<file path="config.mk">
export PLATFORM = sky130hd
export DESIGN_NAME = preset_divider
export DESIGN_NICKNAME = d
export VERILOG_FILES = /design/src/rtl/fdiv_pkg.sv /design/src/rtl/fdiv_stage.sv /design/src/rtl/fdiv_tick.sv /design/src/rtl/preset_divider.sv
export SDC_FILE = /design/constraint.sdc
export NUM_CORES = 1
export LEC_CHECK = 0
export BUFFER_PORTS_ARGS = -buffer_cell sky130_fd_sc_hd__buf_2
export CORE_ASPECT_RATIO = 1.25
export CORE_MARGIN = 5
export CORE_UTILIZATION = 47
export DETAILED_ROUTE_END_ITERATION = 16
export PLACE_DENSITY = 0.83
export REMOVE_ABC_BUFFERS = 1
export SETUP_SLACK_MARGIN = 0.05
export SKIP_LAST_GASP = 1
export SYNTH_ARGS = -nofsm -noshare
export SYNTH_HDL_FRONTEND = slang
export SYNTH_HIERARCHICAL = 1
export SYNTH_SLANG_ARGS = --single-unit
</file>
<file path="constraint.sdc">
create_clock -name clk -period 6.04 [get_ports clk]
set_input_delay 0.604 -clock clk [delete_from_list [all_inputs] [get_ports clk]]
set_output_delay 0.604 -clock clk [all_outputs]
set_load 0.01 [all_outputs]
</file>
<file path="src/rtl/fdiv_pkg.sv">
// Shared definitions for the preset-reload divider.
// Assumes every stage has the same width.
package fdiv_pkg;
    localparam int NIB_W = 4;

    // Per-stage control bundle: count enable, carry enable, active-low load.
    typedef struct packed {
        logic enp;
        logic ent;
        logic load_n;
    } stage_ctl_t;
endpackage

</file>
<file path="src/rtl/fdiv_stage.sv">
// One synchronous binary counter stage with parallel load.
// Load wins over counting; counting needs both enp and ent.
// rco flags all-ones gated by ent, feeding the next stage's ent.
// Assumes synchronous active-low reset that loads d.
module fdiv_stage
    import fdiv_pkg::*;
#(
    parameter int W = NIB_W
) (
    input  logic         clk,
    input  logic         rst_n,
    input  stage_ctl_t   ctl,
    input  logic [W-1:0] d,
    output logic [W-1:0] q,
    output logic         rco
);
    localparam logic [W-1:0] ALL_ONES = {W{1'b1}};

    // Stage register: reset/load take d, else count when fully enabled.
    always_ff @(posedge clk) begin
        if (!rst_n || !ctl.load_n)
            q <= d;
        else if (ctl.enp && ctl.ent)
            q <= q + 1'b1;
    end

    // Carry out: terminal value of this stage while carry-in is present.
    always_comb rco = ctl.ent && (q == ALL_ONES);

    // without carry-in and without load, the stage must not move.
    p_stage_idle_holds_r8: assert property (@(posedge clk) disable iff (!rst_n)
        (ctl.load_n && !ctl.ent) |=> $stable(q));
endmodule

</file>
<file path="src/rtl/fdiv_tick.sv">
// Registers the terminal-count flag into the divided output pulse.
// Assumes term is high for one cycle per modulus period.
module fdiv_tick (
    input  logic clk,
    input  logic rst_n,
    input  logic term,
    output logic pulse
);
    // Pulse register: one clock after terminal count, cleared by reset.
    always_ff @(posedge clk) begin
        if (!rst_n) pulse <= 1'b0;
        else        pulse <= term;
    end
endmodule

</file>
<file path="src/rtl/preset_divider.sv">
// Programmable divider: STAGES cascaded counter stages chained by
// carry enables; top-stage carry reloads every stage with the preset.
// Assumes preset = 2**CNT_W - N for modulus N.
module preset_divider
    import fdiv_pkg::*;
#(
    parameter  int STAGES  = 4,
    parameter  int STAGE_W = NIB_W,
    localparam int CNT_W   = STAGES * STAGE_W
) (
    input  logic             clk,
    input  logic             rst_n,
    input  logic             en,
    input  logic [CNT_W-1:0] preset,
    output logic [CNT_W-1:0] count,
    output logic             div_pulse
);
    localparam logic [CNT_W-1:0] TERM_VAL = {CNT_W{1'b1}};

    logic [STAGES:0] carry;
    logic            reload_n;

    // Carry chain origin: lowest stage always sees carry-in.
    always_comb carry[0] = 1'b1;
    // Reload strobe: inverted carry out of the top stage.
    always_comb reload_n = ~carry[STAGES];

    for (genvar g = 0; g < STAGES; g++) begin : g_stage
        stage_ctl_t ctl;
        // Stage control: shared enable, chained carry, shared reload.
        always_comb begin
            ctl.enp    = en;
            ctl.ent    = carry[g];
            ctl.load_n = reload_n;
        end
        fdiv_stage #(.W(STAGE_W)) u_stage (
            .clk  (clk),
            .rst_n(rst_n),
            .ctl  (ctl),
            .d    (preset[g*STAGE_W +: STAGE_W]),
            .q    (count[g*STAGE_W +: STAGE_W]),
            .rco  (carry[g+1])
        );
    end

    fdiv_tick u_tick (
        .clk  (clk),
        .rst_n(rst_n),
        .term (carry[STAGES]),
        .pulse(div_pulse)
    );

    p_count_step_r2: assert property (@(posedge clk) disable iff (!rst_n)
        (en && count != TERM_VAL) |=> count == CNT_W'($past(count) + 1'b1));

    p_count_hold_r3: assert property (@(posedge clk) disable iff (!rst_n)
        (!en && count != TERM_VAL) |=> $stable(count));

    p_reload_preset_r4: assert property (@(posedge clk) disable iff (!rst_n)
        (count == TERM_VAL) |=> count == $past(preset));

    p_pulse_at_reload_r6: assert property (@(posedge clk) disable iff (!rst_n)
        div_pulse |-> count == $past(preset));
endmodule

</file>
=== Word level (Yosys, flattened, before mapping) ===
Cells that the tools add are included.

* Register bits: 17

* Add/sub/neg operators: 4
* Eq/ne operators: 4
* Muxes and demuxes: 8
* Reductions and logical operators: 12

{| class="wikitable"
|+ Operator list
! operator !! number
|-
| 4-bit two-way mux || 8
|-
| 4-bit by 1-bit adder with 4-bit output, second input constant || 4
|-
| 4-bit equality test, second input constant || 4
|-
| 2-bit nonzero test || 4
|-
| 1-bit logical AND || 6
|-
| 1-bit zero test || 1
|-
| 1-bit logical OR || 1
|}

=== Logic depth before layout (Yosys ltp) ===
Gate-level depths: netlist (run 1).

* Depth in word-level cells: 6
* Gate-level depth with buffers: 9

=== By module ===
Netlist (run 1), hierarchy kept.

{| class="wikitable"
|+ Modules (own cells, without submodules)
! module !! times used !! cells each !! area each (sq um) !! seq. area each (sq um)
|-
| fdiv_stage || 4 || 18 || 220.2 || 120.1
|-
| fdiv_tick || 1 || 2 || 26.3 || 20.0
|-
| preset_divider || 1 || 2 || 7.5 || 0.0
|}

=== Least setup slack after synthesis (run 1) ===
No wires, ideal clock.

* Path type: register -> register
* Start point: register g_stage[0].u_stage.q[0]
* End point: register g_stage[0].u_stage.q[1] (data pin)
* Arrival time: 2.130 ns
* Data required time: 5.780 ns
* Setup slack: 3.650 ns
* Cell stages (with the launch flop): 9
* Path buffers: 0
* Period minus slack after synthesis: 2.390 ns
* Cell sequence: edfxtp_1 ha_1 and4_2 and4_2 and4_2 and4_2 inv_1 nand2_2 mux2_4

* Word-level cells in the longest chain between the ends: 6

{| class="wikitable"
|+ RTL lines
! item !! line !! source
|-
| start, declared || fdiv_stage.sv:14 || <nowiki>output logic [W-1:0] q,</nowiki>
|-
| start signal, assigned || fdiv_stage.sv:24 || <nowiki>q <= q + 1'b1;</nowiki>
|-
| 4-bit equality test || fdiv_stage.sv:28 || <nowiki>always_comb rco = ctl.ent && (q == ALL_ONES);</nowiki>
|-
| via carry[1] || preset_divider.sv:20 || <nowiki>logic [STAGES:0] carry;</nowiki>
|-
| 1-bit logical AND || fdiv_stage.sv:28 ||
|-
| via carry[2] || preset_divider.sv:20 ||
|-
| 1-bit logical AND || fdiv_stage.sv:28 ||
|-
| via carry[3] || preset_divider.sv:20 ||
|-
| 1-bit logical AND || fdiv_stage.sv:28 ||
|-
| via carry[4] || preset_divider.sv:20 ||
|-
| 1-bit logical OR || fdiv_stage.sv:21 || <nowiki>if (!rst_n || !ctl.load_n)</nowiki>
|-
| 4-bit two-way mux || fdiv_stage.sv:21 ||
|}

The timed path passes the listed nets, and every way through them passes these cells. The select of a mux whose other input is x is not followed.
A chain may end at the register's enable or synchronous reset.

=== Worst setup path in the final report (run 1) ===
Same ends and word-level chain as after synthesis.

==> results.tsv, run 1 <==
stage	metric	value	unit
outcome	status	complete, no violations	
grt	pin count of the biggest net entering global routing	10	
synthesis	Seq/Total Area, Yosys	54.72	%
critical_path	most frequent CP cell	and4_2	
final_layout	fin nets	140	
power	maximum vdd drop	0.1717	mV
sta	Fmax	399.4	MHz
floorplanning	Top Ports	36	
synthesis	leading area contributor after synthesis	edfxtp_1	
job	max cap viols	0	
final_layout	Fillers	142	
floorplanning	CORE AREA	1808	µm²
cts	Worst-path clk slew	0.10	ns
grt	initial antenna violation count	0	
final_layout	fraction of layout instances using a drive strength above 1	43.10	%
synthesis	Syn. warnings	6	
critical_path	crit end category	flip-flop	
floorplanning	die area	2934	µm²
final_layout	Synth-to-Final Area Change	25.03	%
sta	count of final setup violators	0	
synthesis	FF+latch count, synth	17	
critical_path	peak per-stage delay on the critical path	0.45	ns
critical_path	worst path arrival time	2.54	ns
grt	vias in the first global route	737	
final_layout	Antenna diodes	0	
sta	Final Max Tran Viols	0	
power	leakage power total	0.5208	nW
sta	period utilization	41.46	%
critical_path	FF-to-FF Start	g_stage[0].u_stage/q[0]	
drt	Vias/cell	5.296	
cts	CTS tree	yes	
synthesis	ranking of synthesized cells by area	edfxtp_1 (53%), mux2_4 (6.6%), ha_1 (5.5%)	
cts	clk_lat worst skew	0.29	ns
sta	Min Clock Period, post-route	2.504	ns
floorplanning	Die Wd	49.46	µm
cts	Hold-fix buffers, CTS	0	
placement	post-DP HPWL	1496	µm
cts	CTS sink count	17	
floorplanning	die height	59.32	µm
drt	starting DRC count in detailed routing	18	
floorplanning	row count	17	
critical_path	CP Data Required Time	6.08	ns
sta	final setup TNS	0	ns
hold_path	hold path depth	3	
power	PwrDens	234.0	nW/µm²
cts	TritonCTS buffer count	3	
cts	maximum root-to-sink buffer count	2	
synthesis	Synth Cell Area	914.6	µm²
drt	DRT Pass-1 Iters	4	
sta	hold_ws	0.5900	ns
drt	total vias in the final route	715	
critical_path	FF-to-FF path depth	8	
critical_path	FF-to-FF End	g_stage[0].u_stage/q[1]	
final_layout	commonest non-fill, non-tap cells in the layout	buf_2 (35), edfxtp_1 (16), nand2_1 (12)	
synthesis	mean post-synth cell area	12.03	µm²
synthesis	Netlist cell types	16	
critical_path	Critical Path Fanout Max	8	
hold_path	Min-Delay Endpoint	g_stage[2].u_stage/q[3]	
drt	final wirelength	2024	µm
placement	Routability Congestion	0.7555	
critical_path	crit-path cells	ha_1 > and4_2 > and4_2 > and4_2 > and4_2 > inv_1 > nand2_2 > mux2_4	
critical_path	CP startpoint kind	flip-flop	
grt	first-pass GRT wire length	3318	µm
floorplanning	Starting Density	50.59	%
cts	post-CTS sizing	0	
sta	RSZ-0062 raised after global routing	false	
hold_path	HP Class	input pin to flip-flop	
drt	Post-DRT Antenna Nets	0	
final_layout	most common cell after layout, fill and taps aside	buf_2	
sta	endpoints failing hold	0	
placement	port bufs	35	
critical_path	reg2reg setup slack	3.54	ns
critical_path	crit path max-delay cell type	edfxtp_1	
grt	Tot GR Track Use	14.41	%
drt	drc violations	0	
cts	htree depth	1	
sta	clk_skew	0.009014	ns
grt	grt total ovfl	0	
synthesis	Mapped Cells	76	
critical_path	Crit Path Class	flip-flop to flip-flop	
synthesis	area share of the largest cell type after synthesis	52.53	%
cts	Root Buffer	clkbuf_4	
cts	setup bufs post-CTS	0	
drt	wire length per cell	14.99	µm
hold_path	hold path start	preset[11]	
-- layout make-up --
| type | instances | area (µm²) | area share [%] |
|---|---|---|---|
| Timing Repair Buffer | 35 | 175.2 | 15.32 |
| Clock buffer | 4 | 26.28 | 2.298 |
| Tap cell | 19 | 23.77 | 2.079 |
| Sequential cell | 17 | 500.5 | 43.76 |
| Multi-Input combinational cell | 59 | 414.1 | 36.21 |
| Inverter | 1 | 3.754 | 0.3282 |
-- cell usage after synthesis --
cell      number
nand2_1       12
dfxtp_1        1
a21o_1         4
o21ai_0        8
xnor2_1        4
mux2_4         4
o21ai_1        4
nand3_1        4
inv_1          1
and4_2         4
xor2_1         4
edfxtp_1      16
nand2_2        4
ha_1           4
and2_1         1
conb_1         1
-- flip-flops by register name, summed over array words and instances, names as in the netlist --
register / flops
g_stage.u_stage/q: 16
u_tick/pulse: 1
-- metal layers --
layer,share of wire (%),vias up,global-route usage (%),routed length [µm]
met1,41,332,17.54,838
met3,7.3,2,3.275,147
met5,0,-,0,0
met2,51,24,24.13,1027
met4,0.49,0,6.742,10
li1,-,357,-,-
-- critical path, delay by kind of cell, from the launching register on --
kind,cells,cell delay [ns]
adder cells (fa/ha/maj),1,0.25
flip-flops,1,0.45
AND/OR/NAND/NOR,5,1.07
multiplexers,1,0.33
buffers and inverters,1,0.16
-- through the flow --
stage	cell area, µm²	setup WS (ns)	util, %	power, W	std cells
after floorplan	918.4	3.650	-	0.0001865	77
after global placement	1117	3.628	61.80	0.0002083	131
after detailed placement	1117	3.576	61.80	0.0002109	131
after CTS	1144	3.541	63.25	0.0002709	135
after global routing	1144	3.435	63.25	0.0002845	135
final	1144	3.536	63.25	0.0002676	135
-- where the power goes --
part	switching (W)	internal (W)
registers	0.0000102	0.000143
clock network	0.0000332	0.0000257
logic	0.0000275	0.0000277
-- cell families after synthesis --
family	Yosys count	synth area share [%]
flip-flops	17	54.72
AND/OR/NAND/NOR	25	14.91
XOR/XNOR	8	7.660
multiplexers	4	6.567
AO/OA/AOI/OAI	16	9.850
buffers and inverters	1	0.4100
other	1	0.4100
adder cells (fa/ha/maj)	4	5.472
-- how the worst max path moves through the flow --
stage,endpoint,depth (start not counted),from
after floorplan,g_stage[0].u_stage/q[1],8,g_stage[0].u_stage/q[0]
after global placement,g_stage[3].u_stage/q[1],8,g_stage[0].u_stage/q[0]
after detailed placement,g_stage[0].u_stage/q[1],8,g_stage[0].u_stage/q[0]
after CTS,g_stage[0].u_stage/q[1],8,g_stage[0].u_stage/q[0]
after global routing,g_stage[1].u_stage/q[1],8,g_stage[0].u_stage/q[0]
final,g_stage[0].u_stage/q[1],8,g_stage[0].u_stage/q[0]
Power figures use the tool's default switching activity.
==> run 2: changes to the inputs <==
--- a/config.mk
+++ b/config.mk
@@ -8,9 +8,9 @@
 export BUFFER_PORTS_ARGS = -buffer_cell sky130_fd_sc_hd__buf_2
 export CORE_ASPECT_RATIO = 1.25
 export CORE_MARGIN = 5
-export CORE_UTILIZATION = 47
+export CORE_UTILIZATION = 42
 export DETAILED_ROUTE_END_ITERATION = 16
-export PLACE_DENSITY = 0.83
+export PLACE_DENSITY = 0.78
 export REMOVE_ABC_BUFFERS = 1
 export SETUP_SLACK_MARGIN = 0.05
 export SKIP_LAST_GASP = 1
==> constraint.sdc (replaced) <==
create_clock -name clk -period 2.3 [get_ports clk]
set_input_delay 0.23 -clock clk [delete_from_list [all_inputs] [get_ports clk]]
set_output_delay 0.23 -clock clk [all_outputs]
set_load 0.01 [all_outputs]
==> run 2 against run 1 <==
Via count increased by 5.2%. Setup slack lost 3.4 ns. Flip-flop and latch count stayed put. Largest cell class unchanged.
==> results.tsv, run 2 (synthesis results as in run 1) <==
stage	metric	value	unit	change
outcome	status	complete, no violations		unchanged
drt	DRT Pass-1 Iters	3		was 4
drt	starting DRC count in detailed routing	7		was 18
grt	pin count of the biggest net entering global routing	10		unchanged
drt	total vias in the final route	752		was 715
sta	Fmax	459.6	MHz	was 399.4 MHz
drt	Post-DRT Antenna Nets	0		unchanged
placement	DP Cell Count	140		was 131
job	max cap viols	0		unchanged
final_layout	footprint of the multi-input gates	425.4	µm²	was 414.1 µm²
final_layout	Antenna diodes	0		unchanged
final_layout	fraction of layout instances using a drive strength above 1	48.39	%	was 43.10%
critical_path	Crit Path Class	flip-flop to flip-flop		unchanged
sta	endpoints failing hold	0		unchanged
final_layout	Layout Cells excl Fill	145		was 135
power	maximum vdd drop	0.3582	mV	was 0.1717 mV
final_layout	Fillers	187		was 142
drt	wire length per cell	13.74	µm	was 14.99 µm
sta	RSZ-0062 raised after global routing	false		unchanged
cts	Root Buffer	clkbuf_4		unchanged
final_layout	max reg flops	16		unchanged
grt	Tot GR Track Use	13.94	%	was 14.41%
sta	period utilization	94.60	%	was 41.46%
grt	vias in the first global route	801		was 737
critical_path	worst path arrival time	2.23	ns	was 2.54 ns
cts	maximum root-to-sink buffer count	2		unchanged
cts	Worst-path clk slew	0.10	ns	about the same
cts	TritonCTS buffer count	3		unchanged
placement	Routability Congestion	0.7921		was 0.7555
final_layout	fin nets	148		was 140
drt	final wirelength	1992	µm	was 2024 µm
cts	htree depth	1		unchanged
floorplanning	die area	3217	µm²	was 2934 µm²
cts	CTS sink count	17		unchanged
grt	first-pass GRT wire length	3422	µm	was 3318 µm
drt	Vias/cell	5.186		was 5.296
critical_path	CP Data Required Time	2.36	ns	was 6.08 ns
sta	count of final setup violators	0		unchanged
critical_path	critical path startpoint	g_stage[0].u_stage/q[1]		was g_stage[0].u_stage/q[0]
critical_path	reg2reg setup slack	0.12	ns	was 3.54 ns
cts	clk_lat worst skew	0.29	ns	about the same
floorplanning	die height	62.18	µm	was 59.32 µm
critical_path	Critical Path Fanout Max	4		was 8
sta	final setup TNS	0	ns	unchanged
power	leakage power total	0.5685	nW	was 0.5208 nW
hold_path	HP Class	input pin to flip-flop		unchanged
floorplanning	CORE AREA	2140	µm²	was 1808 µm²
placement	Placed Area	1172	µm²	was 1117 µm²
final_layout	Synth-to-Final Area Change	35.29	%	was 25.03%
placement	post-DP HPWL	1606	µm	was 1496 µm
sta	Min Clock Period, post-route	2.176	ns	was 2.504 ns
final_layout	most common cell after layout, fill and taps aside	buf_2		unchanged
grt	initial antenna violation count	0		unchanged
sta	Final Max Tran Viols	0		unchanged
final_layout	commonest non-fill, non-tap cells in the layout	buf_2 (35), edfxtp_1 (16), nand2_1 (12)		unchanged
critical_path	FF-to-FF path depth	8		unchanged
drt	drc violations	0		unchanged
power	PwrDens	589.7	nW/µm²	was 234.0 nW/µm²
critical_path	FF-to-FF End	g_stage[0].u_stage/q[1]		unchanged
floorplanning	Starting Density	42.75	%	was 50.59%
floorplanning	row count	19		was 17
final_layout	finished layout cell area	1237	µm²	was 1144 µm²
critical_path	FF-to-FF Start	g_stage[0].u_stage/q[1]		was g_stage[0].u_stage/q[0]
floorplanning	Top Ports	36		unchanged
grt	grt total ovfl	0		unchanged
final_layout	largest registers	g_stage.u_stage/q: 16 flops, u_tick/pulse: 1 flops		unchanged
floorplanning	Die Wd	51.74	µm	was 49.46 µm
final_layout	register area	500.5	µm²	unchanged
cts	Hold-fix buffers, CTS	0		unchanged
final_layout	largest register by flop count	g_stage.u_stage/q		unchanged
cts	CTS tree	yes		unchanged
placement	port bufs	35		unchanged
critical_path	end point of the critical path	g_stage[0].u_stage/q[1]		unchanged
sta	clk_skew	0.002826	ns	was 0.009014 ns
critical_path	CP startpoint kind	flip-flop		unchanged
critical_path	crit end category	flip-flop		unchanged
## run 2: cell types whose count changed in the layout (fill, tap and decap cells not counted)
cell | before | now
ha_1 | 4 | 3
inv_1 | 1 | 0
and4_2 | 4 | 1
buf_6 | 0 | 4
inv_6 | 0 | 1
nand2_4 | 0 | 1
ha_2 | 0 | 1
nand2_2 | 4 | 3
o21ai_1 | 4 | 5
o21ai_0 | 8 | 7
and4_4 | 0 | 3
buf_4 | 0 | 4
## run 2: power by group
group          internal (W)  switching, W  total (W)
registers          0.000376     0.0000251   0.000401
clock network     0.0000675     0.0000963   0.000164
logic             0.0000887     0.0000761   0.000165
total              0.000532      0.000197   0.000730
## run 2: critical path, stage by stage, from the launching register on
cell,delay [ns]
edfxtp_1,0.37
ha_2,0.18
and4_2,0.24
and4_4,0.22
and4_4,0.22
and4_4,0.25
inv_6,0.05
nand2_2,0.10
mux2_4,0.30
## run 2: cell type report
| class | count | area share [%] |
|---|---|---|
| clock buffer | 4 | 2.123 |
| timing repair buffer | 43 | 20.22 |
| tap | 21 | 2.123 |
| multi-input combinational | 59 | 34.38 |
| sequential | 17 | 40.44 |
| inverter | 1 | 0.7078 |
## run 2: per-stage QoR
stage	utilization, %	worst slack (ns)	hold slack [ns]	power [W]
after CTS	56.67	0.1037	0.1994	0.0007343
after detailed placement	54.80	-0.05278	0.5141	0.0005661
after global placement	54.80	0.01853	0.5002	0.0005603
after global routing	57.84	0.06110	0.2073	0.0007747
after floorplan	-	-0.09029	0.3573	0.0004898
final	57.84	0.1241	0.2076	0.0007298
## run 2: routing by layer
layer | up-vias | wire length (µm) | track usage (%)
met1 | 350 | 831 | 15.75
met3 | 5 | 98 | 1.914
met4 | 0 | 59 | 9.180
met2 | 23 | 1002 | 23.57
met5 | - | 0 | 0
li1 | 374 | - | -
## run 2: how the worst min path moves through the flow
| stage | depth (start not counted) | start | slack [ns] | to |
|---|---|---|---|---|
| 2_1_floorplan | 1 | rst_n | 0.36 | u_tick/pulse |
| 3_3_place_gp | 3 | preset[4] | 0.50 | g_stage[1].u_stage/q[0] |
| 3_5_place_dp | 3 | preset[12] | 0.51 | g_stage[3].u_stage/q[0] |
| 4_1_cts | 3 | preset[4] | 0.20 | g_stage[1].u_stage/q[0] |
| 5_1_grt | 3 | preset[12] | 0.21 | g_stage[3].u_stage/q[0] |
| 6_report | 3 | preset[12] | 0.21 | g_stage[3].u_stage/q[0] |
## run 2: repair_timing
action                     in CTS  in global routing
setup endpoints to repair      32                 15
hold endpoints to repair        0                  0
pin swaps                       0                  1
gates resized for setup         4                  9
buffers inserted                1                  0
